--- src/rtl/sweep_pkg.sv ---
package sweep_pkg;
    typedef enum logic [1:0] {
        SW_OFF     = 2'd0,
        SW_ARMED   = 2'd1,
        SW_RECHECK = 2'd2
    } sweep_state_e;
endpackage

--- src/rtl/sweep_timer.sv ---
module sweep_timer #(
    parameter int PER_W = 3
) (
    input  logic             clk,
    input  logic             rst_n,
    input  logic             load,
    input  logic             tick,
    input  logic [PER_W-1:0] period,
    output logic             expire
);
    localparam int CNT_W = PER_W + 1;

    logic [CNT_W-1:0] cnt_q;
    logic [CNT_W-1:0] reload;

    // a zero period still runs the timer, over the longest span
    assign reload = (period == '0) ? CNT_W'(1 << PER_W) : {1'b0, period};
    assign expire = tick && (cnt_q <= CNT_W'(1));

    always_ff @(posedge clk or negedge rst_n) begin
        if (!rst_n)
            cnt_q <= '0;
        else if (load)
            cnt_q <= reload;
        else if (tick)
            cnt_q <= expire ? reload : cnt_q - CNT_W'(1);
    end
endmodule

--- src/rtl/sweep_calc.sv ---
module sweep_calc #(
    parameter int FREQ_W = 11,
    parameter int SHF_W  = 3
) (
    input  logic [FREQ_W-1:0] shadow,
    input  logic [SHF_W-1:0]  shift,
    input  logic              negate,
    output logic [FREQ_W-1:0] next_freq,
    output logic              ovf
);
    logic [FREQ_W-1:0] delta;
    logic [FREQ_W:0]   sum;

    assign delta = shadow >> shift;
    // subtraction never borrows: delta <= shadow
    assign sum = negate ? ({1'b0, shadow} - {1'b0, delta})
                        : ({1'b0, shadow} + {1'b0, delta});
    assign next_freq = sum[FREQ_W-1:0];
    assign ovf       = sum[FREQ_W];
endmodule

--- src/rtl/tone_sweep_unit.sv ---
module tone_sweep_unit
    import sweep_pkg::*;
#(
    parameter int FREQ_W = 11,
    parameter int PER_W  = 3,
    parameter int SHF_W  = 3
) (
    input  logic              clk,
    input  logic              rst_n,
    input  logic              chan_reset,
    input  logic              cfg_wr,
    input  logic [7:0]        cfg_wdata,
    output logic [7:0]        cfg_rdata,
    input  logic              trig,
    input  logic              sweep_tick,
    input  logic [FREQ_W-1:0] chan_freq,
    output logic [FREQ_W-1:0] freq_out,
    output logic              freq_we,
    output logic              chan_kill
);
    localparam int NEG_BIT = SHF_W;
    localparam int PER_LO  = SHF_W + 1;
    localparam int PER_HI  = PER_LO + PER_W - 1;

    logic [7:0]        cfg_q;
    logic [PER_W-1:0]  period;
    logic [SHF_W-1:0]  shift;
    logic              negate;
    logic              expire;
    logic              neg_clear;
    logic              calc_due;
    logic              calc_done_q;
    logic [FREQ_W-1:0] shadow_q;
    logic [FREQ_W-1:0] calc_freq;
    logic              calc_ovf;
    sweep_state_e      state_q, state_d;

    assign period    = cfg_q[PER_HI:PER_LO];
    assign shift     = cfg_q[SHF_W-1:0];
    assign negate    = cfg_q[NEG_BIT];
    assign cfg_rdata = {1'b0, cfg_q[6:0]};
    assign neg_clear = cfg_wr && negate && !cfg_wdata[NEG_BIT];
    assign calc_due  = (state_q == SW_ARMED) && expire && (period != '0);

    // configuration register
    always_ff @(posedge clk or negedge rst_n) begin
        if (!rst_n)
            cfg_q <= '0;
        else if (chan_reset)
            cfg_q <= '0;
        else if (cfg_wr)
            cfg_q <= cfg_wdata;
    end

    sweep_timer #(.PER_W(PER_W)) u_timer (
        .clk    (clk),
        .rst_n  (rst_n),
        .load   (trig),
        .tick   (sweep_tick),
        .period (period),
        .expire (expire)
    );

    sweep_calc #(.FREQ_W(FREQ_W), .SHF_W(SHF_W)) u_calc (
        .shadow    (shadow_q),
        .shift     (shift),
        .negate    (negate),
        .next_freq (calc_freq),
        .ovf       (calc_ovf)
    );

    // state register
    always_ff @(posedge clk or negedge rst_n) begin
        if (!rst_n)
            state_q <= SW_OFF;
        else
            state_q <= state_d;
    end

    // next state
    always_comb begin
        state_d = state_q;
        if (chan_reset) begin
            state_d = SW_OFF;
        end else if (trig) begin
            state_d = ((period != '0) || (shift != '0)) ? SW_ARMED : SW_OFF;
        end else begin
            unique case (state_q)
                SW_OFF:     state_d = SW_OFF;
                SW_ARMED:   if (calc_due && !calc_ovf && (shift != '0))
                                state_d = SW_RECHECK;
                SW_RECHECK: state_d = SW_ARMED;
                default:    state_d = SW_OFF;
            endcase
        end
    end

    // outputs and datapath
    always_ff @(posedge clk or negedge rst_n) begin
        if (!rst_n) begin
            shadow_q    <= '0;
            calc_done_q <= 1'b0;
            freq_out    <= '0;
            freq_we     <= 1'b0;
            chan_kill   <= 1'b0;
        end else begin
            freq_we   <= 1'b0;
            chan_kill <= 1'b0;
            if (chan_reset) begin
                calc_done_q <= 1'b0;
            end else if (trig) begin
                shadow_q    <= chan_freq;
                calc_done_q <= 1'b0;
            end else begin
                if (neg_clear && calc_done_q)
                    chan_kill <= 1'b1;
                unique case (state_q)
                    SW_ARMED: begin
                        if (calc_due) begin
                            calc_done_q <= 1'b1;
                            if (calc_ovf) begin
                                chan_kill <= 1'b1;
                            end else if (shift != '0) begin
                                shadow_q <= calc_freq;
                                freq_out <= calc_freq;
                                freq_we  <= 1'b1;
                            end
                        end
                    end
                    SW_RECHECK: if (calc_ovf) chan_kill <= 1'b1;
                    default: ;
                endcase
            end
        end
    end
endmodule

--- config.mk ---
export PLATFORM = sky130hd
export DESIGN_NAME = tone_sweep_unit
export DESIGN_NICKNAME = d
export VERILOG_FILES = /design/src/rtl/sweep_pkg.sv /design/src/rtl/sweep_timer.sv /design/src/rtl/sweep_calc.sv /design/src/rtl/tone_sweep_unit.sv
export SDC_FILE = /design/constraint.sdc
export NUM_CORES = 1
export LEC_CHECK = 0
export BUFFER_PORTS_ARGS = -buffer_cell sky130_fd_sc_hd__buf_2
export CORE_ASPECT_RATIO = 1.4
export CORE_MARGIN = 2
export CORE_UTILIZATION = 40
export CTS_CLUSTER_DIAMETER = 60
export DETAILED_ROUTE_END_ITERATION = 8
export HOLD_SLACK_MARGIN = 0.03
export SYNTH_ARGS = -nofsm -noshare
export SYNTH_HDL_FRONTEND = slang
export SYNTH_HIERARCHICAL = 1
export SYNTH_SLANG_ARGS = --single-unit
--- constraint.sdc ---
create_clock -name clk -period 6.77 [get_ports clk]
set_clock_uncertainty 0.05 [all_clocks]
set_input_delay 0.677 -clock clk [delete_from_list [all_inputs] [get_ports clk]]
set_output_delay 0.677 -clock clk [all_outputs]
set_load 0.02 [all_outputs]
==> results <==
- The run finished with clean final reports.
- TritonCTS built the clock tree.
- Entering global routing, the biggest net connects 39 pins.
- In this run, post-CTS hold repair placed 0 buffers.
- The number of sinks handled by clock tree synthesis is 38.
- The detail-routed net length per standard cell is 16.38 µm.
- The number of buffers inserted by port buffering is 43.
- The area enclosed by the die boundary is 8730 µm².
- The layout has 757 filler cells.
- Based on the critical path, the design can be clocked at up to 0.1822 GHz.
- The peak supply drop is 156.9 µV.
- Routability-driven placement finished with a final weighted congestion of 0.8189.
- The root buffer cell chosen for the clock tree is clkbuf_8.
- The type of the worst min-delay path is in -> async.
- Across every metal layer, demand over resource in global routing totals 18.17%.
- The number of detailed-routing iterations run before antenna repair is 5.
- The critical-path cell with the highest stage delay is dfrtp_1.
- Walking the worst path, the cells encountered are mux2_2, nand2_1, o21ai_0, mux2i_1, ha_1, nand2_1, nor3_4, o311ai_0, a211oi_1, ha_1, a21o_1, a211oi_1, a21oi_1, xnor2_1, nor4_4, buf_4, mux2_1.
- Setup repair after global routing left no endpoint under its margin.
- The hold violation count in the final report came to 0.
- Sorting the synthesized cells by area gives the leading types as dfrtp_1 30%, ha_1 6.3%, mux2i_1 6.0%, mux2_2 5.3%, mux2_1 4.6%.
- The final critical path takes up 81.08% of the cycle.
- The number of global-route vias before repair came to 2586.
- The first global-routing pass estimated 12.22 mm of wire.
- In the synthesized netlist the dominant register cell turns out to be dfrtp_1.
- The category of the most critical setup path is reg -> reg.
- For the worst setup path, the data arrival time is 5.62 ns.
- The residual DRC count is 0.
- The static leakage is 1.630 nW.
- When the netlist entered floorplanning its net count stood at 359.
- The maximum fanout along the worst path is 31.
- The maximum number of buffers from clock root to sink is 2.
- The die is 79.54 µm wide.
- The insertion delay of the later-clocked pin in the worst-skew pair is 0.30 ns.
- After clock tree synthesis, the repair step resized 0 gates.
- The final number of setup-violating endpoints is 0.
- The share of the Yosys chip area taken by registers is 29.76%.
- Together, buffers and inverters on the worst path number 1.
- The max-slew violation total from the final report came to 0.
- Adding up every negative setup slack in the final design gives 0 ns.
- The worst pin sits at a relative slew slack of 24.25%.
- The measured slew at the worst slew-check pin is 1.136 ns.
- From bottom edge to top edge, the die measures 109.8 µm.
- The detail route stage leaves a number of antenna-violating nets equal to 0.
- The total clock buffers created by CTS is 5.
- The number of different library cells in the post-synthesis netlist is 65.
- The post-CTS repair timing setup buffer count is 0.
- The number of storage elements in the synthesis netlist is 38.
- The number of antenna violations at the first check in global routing is 0.
- For this block, the via count after detailed routing is 2574.
- The number of warnings reported in the yosys synthesis log is 6.
- The net count reported at finish is 395.
- The share of layout cells above drive strength 1 is 26.55%.
- The dominant delay contributor by cell family on the critical path is flip-flops.
- The number of flops mapped to enable cells by yosys is 0.
- The post-synthesis area per instance is 10.08 µm².
- The effective utilization at floorplan is 41.23%.
- The mean number of vias per cell is 5.670.
- Compared with the post-synthesis result, the final layout area differs by 11.00%.
- The core region is 7750 µm².
- The library cell occupying the most area in the post-synthesis netlist is dfrtp_1.
- The final core area utilization is 45.77%.
- The H-tree level count is 2.
- Detailed placement finished with a half-perimeter wire length of 5.636 mm.
- After global routing the overflow that remains totals 0.
- The share of synthesized area in the top cell type comes to 29.76%.
- The clock-pin slew on the worst setup and hold paths is 0.08 ns.
- The data required time of the critical path is 6.90 ns.
- The clock period could shrink to 5.489 ns.
- Counting flops with an async set or reset pin after synthesis yields a share of 100.0%.
- In this run the core area contains 38 standard-cell rows.
- Max-cap violations in this run came to 0.
- On the worst path, the slowest cell contributes a delay of 1.10 ns.
- Summed over all layers, the routed wires come to 7.436 mm.
- The kind of end point of the critical path is a register.
- For this design the top-level I/O count stands at 46.
- The cell area power density is 447.5 nW/µm².
- The repair_antennas step left the layout with diodes totalling 0.
- The iteration-0 DRC count of the detailed router is 125.
- The synthesized netlist cell count is 317.
- The synthesized netlist occupies a cell area of 3196 µm².
- The nature of the critical path startpoint is a register.
==> registers in the layout (all words and copies together), names as in the netlist <==
| name | count |
|---|---|
| freq_we | 1 |
| shadow_q | 11 |
| cfg_q | 7 |
| chan_kill | 1 |
| state_q | 2 |
| freq_out | 11 |
| u_timer/cnt_q | 4 |
| calc_done_q | 1 |
==> cells by family after synthesis <==
family,Yosys count,share of synthesized area [%]
adders and majority gates,17,6.891
buffers and inverters,28,4.268
muxes,60,22.87
DFF,38,29.76
other,1,0.1174
AOI/OAI and AO/OA,75,17.85
and+or+nand+nor,82,13.86
xor gates and xnor gates,16,4.385
==> per-stage QoR <==
stage / std cells / cell area [µm²] / setup WS, ns / hold slack [ns] / power (W)
final: 454 / 3547 / 1.281 / 0.4363 / 0.001588
after detailed placement: 446 / 3456 / 1.309 / 0.4274 / 0.001427
after global placement: 446 / 3456 / 1.377 / 0.4169 / 0.001414
after CTS: 454 / 3547 / 1.266 / 0.4451 / 0.001599
after floorplan: 317 / 3196 / 2.168 / 0.3314 / 0.001204
after global routing: 454 / 3547 / 0.8919 / 0.4558 / 0.001751
==> synthesized netlist by cell type (3+ instances only) <==
cell type,n
a2111o_1,4
or2_2,3
nand3_1,3
o21ai_0,9
a31oi_1,5
buf_6,3
xor2_1,6
mux2_1,13
a21oi_1,12
nor2b_1,11
nor2_1,27
a211oi_1,5
ha_1,16
inv_1,11
a311oi_1,4
a21o_1,5
dfrtp_1,38
mux2_4,9
a211o_1,3
mux2i_1,19
nand2b_1,3
mux2_2,15
xnor2_1,10
nand2_1,13
clkbuf_1,6
buf_2,4
nor3_1,10
mux4_2,4
==> worst paths after layout <==
check	start	end	slack, ns	cells after the start
setup / recovery	cfg_q[0]	freq_out[2]	1.28	17
hold / removal	rst_n	freq_we	0.44	1
setup reg to reg	cfg_q[0]	freq_out[2]	1.28	17
hold reg to reg	freq_out[0]	freq_out[0]	0.44	1
max in group asynchronous	rst_n	freq_out[4]	5.69	1
min in group clk	freq_out[0]	freq_out[0]	0.44	1
==> per-layer routing <==
metal / part of all wire [%] / vias to the layer above / wire [µm] / global-route usage [%]
met4: 2.3 / 0 / 172 / 8.621
met5: 0 / - / 0 / 0
met3: 2.3 / 10 / 168 / 2.627
met2: 52 / 42 / 3838 / 31.81
li1: - / 1258 / - / -
met1: 44 / 1264 / 3257 / 21.72
==> placed cells by master, fill, tap and decap left out, types with 6 or more instances in the layout <==
cell type  count
nor2_1        27
ha_1          16
mux2i_1       19
xnor2_1       10
o21ai_0        9
a21oi_1       12
nand2_1       13
buf_2         43
nor3_1        10
xor2_1         6
dfrtp_1       38
clkbuf_8       6
mux2_2        15
mux2_4         9
nor2b_1       11
mux2_1        13
inv_1         11
==> final cells by class <==
type                            count  area, µm²  share of cell area (%)
Clock buffer                        7      86.33                   2.434
Clock inverter                      1      5.005                  0.1411
Sequential cell                    38      950.9                   26.81
Multi-Input combinational cell    251       2108                   59.44
Inverter                           13      48.80                   1.376
Timing Repair Buffer               44      222.7                   6.279
Tap cell                          100      125.1                   3.527
==> where the power goes <==
part	internal [W]	switching, W
Clock	0.0000821	0.0000806
Combinational	0.000515	0.000552
Sequential	0.000270	0.0000881
Power figures use the tool's default switching activity.
